--- config.mk ---
export PLATFORM = sky130hd
export DESIGN_NAME = slot_router
export DESIGN_NICKNAME = d
export VERILOG_FILES = /design/src/rtl/slot_rt_pkg.sv /design/src/rtl/slot_decode.sv /design/src/rtl/slot_watchdog.sv /design/src/rtl/slot_rsp_sel.sv /design/src/rtl/slot_router.sv
export SDC_FILE = /design/constraint.sdc
export NUM_CORES = 1
export LEC_CHECK = 0
export CAP_MARGIN = 20
export CORE_AREA = 3 3 129 131
export DETAILED_ROUTE_END_ITERATION = 12
export DIE_AREA = 0 0 132 134
export PLACE_DENSITY = 0.77
export SLEW_MARGIN = 0
export SYNTH_ARGS = -nofsm -noshare
export SYNTH_HDL_FRONTEND = slang
export SYNTH_SLANG_ARGS = --single-unit
--- constraint.sdc ---
create_clock -name clk -period 2 [get_ports clk]
set_clock_uncertainty 0.15 [all_clocks]
set_input_delay 0.4 -clock clk [delete_from_list [all_inputs] [get_ports clk]]
set_output_delay 0.4 -clock clk [all_outputs]
set_load 0.1 [all_outputs]
--- src/rtl/slot_rt_pkg.sv ---
package slot_rt_pkg;

    localparam int ADDR_W    = 32;
    localparam int DATA_W    = 32;
    localparam int SIZE_W    = 2;
    localparam int SLOT_W    = 4;
    localparam int NSLOT     = 1 << SLOT_W;
    localparam int TOP_W     = 2 * SLOT_W;
    localparam int SLOT_LO   = ADDR_W - TOP_W;
    localparam int LAST_SLOT = NSLOT - 1;

    typedef enum logic [1:0] {
        RT_HOME = 2'd0,
        RT_CARD = 2'd1,
        RT_VOID = 2'd2
    } route_e;

    typedef struct packed {
        logic [ADDR_W-1:0] addr;
        logic [SIZE_W-1:0] size;
        logic              write;
        logic [DATA_W-1:0] wdata;
    } xfer_t;

    // Board space uses the upper nibble of the top byte, slot space the lower.
    function automatic logic [SLOT_W-1:0] pick_slot(
        input logic [TOP_W-1:0] top,
        input logic             board
    );
        return board ? top[TOP_W-1:SLOT_W] : top[SLOT_W-1:0];
    endfunction

    function automatic route_e pick_route(
        input logic [SLOT_W-1:0] slot,
        input logic              board,
        input logic [NSLOT-1:0]  present
    );
        if (!board && slot == '0)
            return RT_HOME;
        if (board && slot == SLOT_W'(LAST_SLOT))
            return RT_VOID;
        return present[slot] ? RT_CARD : RT_VOID;
    endfunction

endpackage

--- src/rtl/slot_decode.sv ---
module slot_decode
    import slot_rt_pkg::*;
(
    input  logic [TOP_W-1:0]  top,
    input  logic              board,
    input  logic [NSLOT-1:0]  present,
    output logic [SLOT_W-1:0] slot,
    output route_e            route
);

    always_comb begin
        slot  = pick_slot(top, board);
        route = pick_route(slot, board, present);
    end

endmodule

--- src/rtl/slot_watchdog.sv ---
module slot_watchdog #(
    parameter int LIMIT = 16
) (
    input  logic clk,
    input  logic rst,
    input  logic start,
    input  logic run,
    output logic expire
);

    localparam int CNT_W = $clog2(LIMIT + 1);
    localparam logic [CNT_W-1:0] LAST = CNT_W'(LIMIT - 1);

    logic [CNT_W-1:0] cnt;

    assign expire = run && (cnt == LAST);

    always_ff @(posedge clk) begin
        if (rst)
            cnt <= '0;
        else if (start)
            cnt <= '0;
        else if (run && !expire)
            cnt <= cnt + 1'b1;
    end


    cnt_bound_chk: assert property (@(posedge clk) disable iff (rst)
        run |-> (cnt <= LAST));

endmodule

--- src/rtl/slot_rsp_sel.sv ---
module slot_rsp_sel
    import slot_rt_pkg::*;
(
    input  route_e            route,
    input  logic              run,
    input  logic              write,
    input  logic              expire,
    input  logic              home_ready,
    input  logic              home_err,
    input  logic [DATA_W-1:0] home_rdata,
    input  logic              card_ready,
    input  logic              card_err,
    input  logic [DATA_W-1:0] card_rdata,
    output logic              done,
    output logic              err,
    output logic [DATA_W-1:0] rdata
);

    logic              ack;
    logic              ack_err;
    logic [DATA_W-1:0] ack_data;

    always_comb begin
        unique case (route)
            RT_HOME: begin
                ack      = home_ready || home_err;
                ack_err  = home_err;
                ack_data = home_rdata;
            end
            RT_CARD: begin
                ack      = card_ready || card_err;
                ack_err  = card_err;
                ack_data = card_rdata;
            end
            default: begin
                ack      = 1'b0;
                ack_err  = 1'b1;
                ack_data = '0;
            end
        endcase

        done  = run && (ack || expire);
        err   = ack ? ack_err : 1'b1;
        rdata = (ack && !ack_err && !write) ? ack_data : '0;
    end

endmodule

--- src/rtl/slot_router.sv ---
module slot_router
    import slot_rt_pkg::*;
#(
    parameter int TIMEOUT = 16
) (
    input  logic                clk,
    input  logic                rst,
    input  logic                req_valid,
    output logic                req_ready,
    input  logic                req_board,
    input  logic [ADDR_W-1:0]   req_addr,
    input  logic [SIZE_W-1:0]   req_size,
    input  logic                req_write,
    input  logic [DATA_W-1:0]   req_wdata,
    input  logic [NSLOT-1:0]    slot_present,
    output logic                rsp_valid,
    output logic                rsp_err,
    output logic [DATA_W-1:0]   rsp_rdata,
    output logic                home_valid,
    output logic [ADDR_W-1:0]   home_addr,
    output logic [SIZE_W-1:0]   home_size,
    output logic                home_write,
    output logic [DATA_W-1:0]   home_wdata,
    input  logic                home_ready,
    input  logic                home_err,
    input  logic [DATA_W-1:0]   home_rdata,
    output logic                card_valid,
    output logic [SLOT_W-1:0]   card_slot,
    output logic                card_board,
    output logic [ADDR_W-1:0]   card_addr,
    output logic [SIZE_W-1:0]   card_size,
    output logic                card_write,
    output logic [DATA_W-1:0]   card_wdata,
    input  logic                card_ready,
    input  logic                card_err,
    input  logic [DATA_W-1:0]   card_rdata
);

    logic              busy;
    xfer_t             cur;
    route_e            cur_route;
    logic [SLOT_W-1:0] cur_slot;
    logic              cur_board;

    logic [SLOT_W-1:0] dec_slot;
    route_e            dec_route;
    logic              accept;
    logic              expire;
    logic              done;
    logic              fin_err;
    logic [DATA_W-1:0] fin_rdata;

    assign req_ready = !busy;
    assign accept    = req_valid && !busy;

    slot_decode u_decode (
        .top     (req_addr[ADDR_W-1:SLOT_LO]),
        .board   (req_board),
        .present (slot_present),
        .slot    (dec_slot),
        .route   (dec_route)
    );

    slot_watchdog #(.LIMIT(TIMEOUT)) u_watchdog (
        .clk    (clk),
        .rst    (rst),
        .start  (accept),
        .run    (busy),
        .expire (expire)
    );

    slot_rsp_sel u_rsp_sel (
        .route      (cur_route),
        .run        (busy),
        .write      (cur.write),
        .expire     (expire),
        .home_ready (home_ready),
        .home_err   (home_err),
        .home_rdata (home_rdata),
        .card_ready (card_ready),
        .card_err   (card_err),
        .card_rdata (card_rdata),
        .done       (done),
        .err        (fin_err),
        .rdata      (fin_rdata)
    );

    always_ff @(posedge clk) begin
        if (rst) begin
            busy      <= 1'b0;
            cur       <= '0;
            cur_route <= RT_VOID;
            cur_slot  <= '0;
            cur_board <= 1'b0;
            rsp_valid <= 1'b0;
            rsp_err   <= 1'b0;
            rsp_rdata <= '0;
        end else begin
            rsp_valid <= 1'b0;
            if (accept) begin
                busy      <= 1'b1;
                cur       <= '{addr: req_addr, size: req_size,
                               write: req_write, wdata: req_wdata};
                cur_route <= dec_route;
                cur_slot  <= dec_slot;
                cur_board <= req_board;
            end else if (done) begin
                busy      <= 1'b0;
                rsp_valid <= 1'b1;
                rsp_err   <= fin_err;
                rsp_rdata <= fin_rdata;
            end
        end
    end

    assign home_valid = busy && (cur_route == RT_HOME);
    assign home_addr  = cur.addr;
    assign home_size  = cur.size;
    assign home_write = cur.write;
    assign home_wdata = cur.wdata;

    assign card_valid = busy && (cur_route == RT_CARD);
    assign card_slot  = cur_slot;
    assign card_board = cur_board;
    assign card_addr  = cur.addr;
    assign card_size  = cur.size;
    assign card_write = cur.write;
    assign card_wdata = cur.wdata;


    home_slot_chk: assert property (@(posedge clk) disable iff (rst)
        home_valid |-> (!cur_board && cur.addr[SLOT_LO +: SLOT_W] == '0));


    last_board_chk: assert property (@(posedge clk) disable iff (rst)
        card_valid |-> !(card_board && card_slot == SLOT_W'(LAST_SLOT)));


    card_hold_chk: assert property (@(posedge clk) disable iff (rst)
        (card_valid && !card_ready && !card_err && !expire)
        |=> (card_valid && $stable(card_addr) && $stable(card_wdata)));


    err_zero_chk: assert property (@(posedge clk) disable iff (rst)
        (rsp_valid && rsp_err) |-> (rsp_rdata == '0));


    single_out_chk: assert property (@(posedge clk) disable iff (rst)
        $rose(rsp_valid) |-> $past(busy));

endmodule

== Word-level counts from Yosys, hierarchy flattened ==
Index checks and enable logic that the tools add are counted.

* Output and inout port bits: 176
* Input port bits: 155
* Word-level logic and storage cells: 60
* Register bits: 114

* Eq/ne operators: 3
* Add/sub/neg operators: 1
* Reduce and logical (&&, ||, !) cells: 23
* Bitwise operators: 1
* Multiplexer cells: 19
* $lt $le $gt $ge: 1

{| class="wikitable"
|+ Operator list
! kind !! count
|-
| 32-bit case mux with 2 select lines || 1
|-
| 32-bit two-way mux || 1
|-
| 1-bit logical AND || 10
|-
| 2-bit two-way mux || 5
|-
| 1-bit two-way mux || 8
|-
| 5-bit by 1-bit adder with 5-bit output, second input constant || 1
|-
| 5-bit by 4-bit equality test with 1-bit output, second input constant || 1
|-
| 1-bit logical NOT || 5
|-
| 4-bit by 5-bit < comparator with 1-bit output, second input constant || 1
|-
| 1-bit binary-select mux with 4-bit select || 1
|-
| 4-bit equality test, second input constant || 1
|-
| 4-bit logical NOT || 1
|-
| 4-bit two-way mux || 1
|-
| 1-bit case mux with 2 select lines || 2
|-
| 1-bit logical OR || 3
|-
| 2-bit by 1-bit equality test with 1-bit output, second input constant || 1
|-
| 2-bit logical NOT || 1
|-
| 2-bit AND reduction || 1
|-
| 2-bit nonzero test || 1
|-
| 2-bit OR reduction || 1
|-
| 1-bit inverter || 1
|}

== Longest topological paths before layout ==
Gate-level depths: netlist of the first run.

* Word-level depth: 7
* Mapped depth: 9

== By module ==
From an unflattened synthesis of the first run, not the netlist that was laid out.

* Cells, all modules: 737
* Area total of the unflattened synthesis: 6100.9 um^2

{| class="wikitable"
|+ Modules (own cells, without submodules)
! module !! cells each !! instances !! sequential area each (um^2) !! area each (um^2)
|-
| slot_router || 548 || 1 || 2182.1 || 4391.7
|-
| slot_rsp_sel || 88 || 1 || 0.0 || 972.2
|-
| slot_decode || 74 || 1 || 0.0 || 488.0
|-
| slot_watchdog || 27 || 1 || 100.1 || 249.0
|}

== Worst setup path after synthesis of the first run ==
No wires, ideal clock.

* Kind: register -> output
* Start: register cur_route[0]
* End: output port home_valid
* Arrival time: 2.124 ns
* Cell stages (with the launch flop): 5
* Setup slack: -0.674 ns
* Buffers on the path: 3
* Data required time: 1.450 ns
* Cell sequence: dfxtp_1 > buf_2 > buf_2 > buf_2 > nor2_1

* Longest elaborated chain between the ends: 2

{| class="wikitable"
|+ RTL lines
! element !! line !! RTL
|-
| start: declaration || slot_router.sv:41 || <nowiki>route_e cur_route;</nowiki>
|-
| start signal: assignment || slot_router.sv:104 || <nowiki>cur_route <= dec_route;</nowiki>
|-
| 2-bit logical NOT || slot_router.sv:116 || <nowiki>assign home_valid = busy && (cur_route == RT_HOME);</nowiki>
|-
| 1-bit logical AND || slot_router.sv:116 ||
|-
| end: declaration || slot_router.sv:19 || <nowiki>output logic home_valid,</nowiki>
|}

Every way passes these cells.

== Worst setup path in the final report of the first run ==
* Start: input port req_addr[25]
* End: register cur_route[0]

* Longest elaborated chain between the ends: 7
* Elaborated cells on any way between the ends: 14
* Classes of those cells: eq/ne: 1; mux: 10; reduce/logical: 3

{| class="wikitable"
|+ RTL lines
! element !! line !! RTL
|-
| start: declaration || slot_router.sv:11 || <nowiki>input logic [ADDR_W-1:0] req_addr,</nowiki>
|-
| 4-bit two-way mux * || slot_rt_pkg.sv:30 || <nowiki>return board ? top[TOP_W-1:SLOT_W] : top[SLOT_W-1:0];</nowiki>
|-
| parallel branches: the longest is 5 deep, another holds 1-bit binary-select mux with 4-bit select || - ||
|-
| 2-bit two-way mux * || slot_rt_pkg.sv:40 || <nowiki>if (board && slot == SLOT_W'(LAST_SLOT))</nowiki>
|}

Every way passes the cells marked *. The select of a mux whose other input is x is not followed.
A chain may end at the register's enable or synchronous reset.

==> results.toml, run 1 <==
[sta]
period_minus_slack_ns = 1.98
max_freq_ghz = 0.504
maxSlewHeadroom = 0.690
report.final.slew_viol_count = 0
tightest_slew_ns = 0.466
rsz0062_at_grt = "false"
setup_tns_ns = 0
setup_viol = 0
hold_viol_final = 0
fin_crit_sh = 0.991

[logic_synthesis]
yosys.cell_count.top_type = "nand2_1"
yosysTopAreaCell = "dfxtp_1"
syn_area_per_cell_um2 = 8.19
synthArstFlopShare = 0
synth.distinct_cells = 43
syn_inst = 646
syn_area_mm2 = 0.00529
synth_common_cells = "nand2_1, dfxtp_1, a21oi_1"
synth_edf_count = 0
synth_top_area_frac = 0.431
yosysSeqAreaShare = 0.431
synth_flop_cell = "dfxtp_1"
synth_warnings = 0
ys_ff_latch = 114
synth.area.top_cells = "dfxtp_1, nand2_1, buf_4"
syn-num-nets = 803

[clock_network]
cts-root-buf = "clkbuf_16"
htree_levels = 4
cts_setup_buffers = 0
clock_sinks = 114
numCtsBuffers = 17
clk_latency_ns = 0.40
cts_buffer_depth = 2
cts_tree = "done"
clkTransAtPathRegs_ns = 0.05
hold_buffers = 0

[grt]
grt_max_degree = 61
grt_pass1_vias = 5532
grt.total_usage = 0.203
busiest_layer = "met2"
grt_use_met3 = 0.0630
grt_use_met1 = 0.219
antenna_found_initial = 0
gr-total-overflow = 0
grt_pass1_wl_um = 28800
global_route.usage.met2 = 0.373

[placed_design]
dp_cells = 1116
gp_congestion = 0.845
placed_cell_area_mm2 = 0.0103
dp_hpwl_um = 14600
io_buffers = 330

[final_layout]
final_area_mm2 = 0.0110
area_growth_syn_to_layout_pct = 107
n_fill_cell = 1119
layout.nets = 1077
instances_no_fill = 1149
layout-drive-gt1-share = 0.302
utilization = 0.697
diodes = 0

[die]
fp.dieH_um = 134
rows = 46
start_util = 0.337
die_area_mm2 = 0.0177
io_pins = 331
die_x_um = 132
core_mm2 = 0.0157

[pwr]
power_density_mw_per_mm2 = 795
total_power_uw = 8710
p_leak_uw = 0.00426
ir_drop_v = 0.000515

[route]
wirelength_um = 18700
ant_nets = 0
vias = 5442
viasPerCell = 4.74
drt_iter0_markers = 208
dr.pass1.iters = 4
post_drt_wl_per_cell_um = 16.2
drc = 0

[critical_path]
crit_chain = "clkdlybuf4s50_1 -> nor2b_1 -> a31o_2 -> a221oi_2 -> nor2_1 -> a221o_1"
cp_max_fo = 6
arrival_ns = 2.12
rr_endpoint = "rsp_rdata[1]$_SDFFE_PP0P_"
critPathSlowestCell = "clkdlybuf4s50_1"
critPathRequiredTime_ns = 2.14
reg2reg_depth = 10
end_kind = "register"
rr_startpoint = "u_watchdog.cnt[0]$_SDFFE_PP0P_"
cp-start-kind = "input pin"
cpPeakStageDelay_ns = 0.52
r2r_slack_ns = 0.11
criticalPathCategory = "in -> reg"

[hold_path]
min_to = "u_watchdog.cnt[4]$_SDFFE_PP0P_"
hold_path_class = "in -> reg"
hold_depth = 2
hp-start = "rst"

[run_status]
status = "complete, no violations"

[job]
maxCapViolCount = 0
## report_power, final
group	internal, uW	switching, uW	total (uW)
combinational	1190	1810	3000
sequential	2380	194	2580
clock	2100	1030	3130
## registers in the layout, indices dropped and copies added, names as in the netlist
register        count
card_addr          32
card_wdata         32
rsp_rdata          32
u_watchdog.cnt      5
card_slot           4
card_size           2
cur_route           2
busy                1
card_board          1
card_write          1
rsp_err             1
rsp_valid           1
## metrics by stage
step | hold slack, ns | worst slack (ns)
after floorplan | 0.386 | -0.213
after global placement | 0.331 | -0.558
after detailed placement | 0.340 | -0.596
after CTS | 0.161 | 0.00985
after global routing | 0.175 | 0.00267
final | 0.180 | 0.0177
## worst max path at each step
stage,startpoint,endpoint,slack (ns),cells after the start
global route,req_addr[25],cur_route[0]$_SDFFE_PP0P_,0.003,6
detailed placement,req_board,cur_route[0]$_SDFFE_PP0P_,-0.60,6
finish,req_addr[25],cur_route[0]$_SDFFE_PP0P_,0.02,6
global placement,req_board,cur_route[0]$_SDFFE_PP0P_,-0.56,6
CTS,req_addr[24],cur_route[0]$_SDFFE_PP0P_,0.01,7
floorplan,cur_route[0]$_SDFFE_PP0P_,home_valid,-0.21,4
## critical path, delay by kind of cell
kind,cells,cell delay (ns)
buf+inv,1,0.52
simple gates,2,0.31
compound gates,3,0.89
## cells by family after synthesis
logic type,synth area share
and+or+nand+nor,0.182
AOI/OAI and AO/OA,0.157
buffers and inverters,0.139
DFF,0.431
muxes,0.0806
xor gates and xnor gates,0.00496
adders and majority gates,0.00473
## per-layer routing
layer	up-vias	share of wire
met4	0	0.028
met5	-	0
li1	2653	-
met2	205	0.54
met1	2549	0.38
met3	35	0.061
## final cells by class
class | count | area [um^2] | area share
Timing Repair Buffer | 367 | 5430 | 0.496
Inverter | 8 | 33.8 | 0.00308
Tap cell | 216 | 270 | 0.0247
Clock buffer | 21 | 450 | 0.0411
Clock inverter | 11 | 160 | 0.0146
Multi-Input combinational cell | 412 | 2320 | 0.212
Sequential cell | 114 | 2280 | 0.209
## layout by cell type (no fill, tap or decap), types with 4 or more instances in the layout
cell / count
nand2_1: 152
mux2i_1: 15
mux2_2: 21
clkinv_2: 5
dfxtp_1: 112
nor2_1: 43
o21ai_0: 13
buf_12: 181
clkdlybuf4s50_1: 150
nor3_1: 8
nor2b_1: 4
a211oi_1: 5
buf_4: 30
nand2b_1: 6
bufinv_16: 4
a21oi_1: 76
clkbuf_16: 18
nor3b_1: 7
inv_1: 6
a22oi_1: 20
## what timing repair did
item / CTS / global route
pin swaps: 1 / 2
cloned: 0 / 1
gates resized for setup: 5 / 7
setup endpoints to repair: 3 / 11
Note: power is estimated with default switching activity, not from simulation.
==> run 2: changes to the inputs <==
--- a/config.mk
+++ b/config.mk
@@ -9,6 +9,7 @@
 export CORE_AREA = 3 3 129 131
 export DETAILED_ROUTE_END_ITERATION = 12
 export DIE_AREA = 0 0 132 134
+export HOLD_SLACK_MARGIN = 0.03
 export PLACE_DENSITY = 0.77
 export SLEW_MARGIN = 0
 export SYNTH_ARGS = -nofsm -noshare
==> results of run 2 <==
Final layout, timing and power as in run 1 (identical DEF).
==> run 3: changes to the inputs <==
--- a/config.mk
+++ b/config.mk
@@ -11,6 +11,7 @@
 export DIE_AREA = 0 0 132 134
 export HOLD_SLACK_MARGIN = 0.03
 export PLACE_DENSITY = 0.77
+export SKIP_LAST_GASP = 1
 export SLEW_MARGIN = 0
 export SYNTH_ARGS = -nofsm -noshare
 export SYNTH_HDL_FRONTEND = slang
==> results of run 3 <==
Final layout, timing and power as in run 1 (identical DEF).
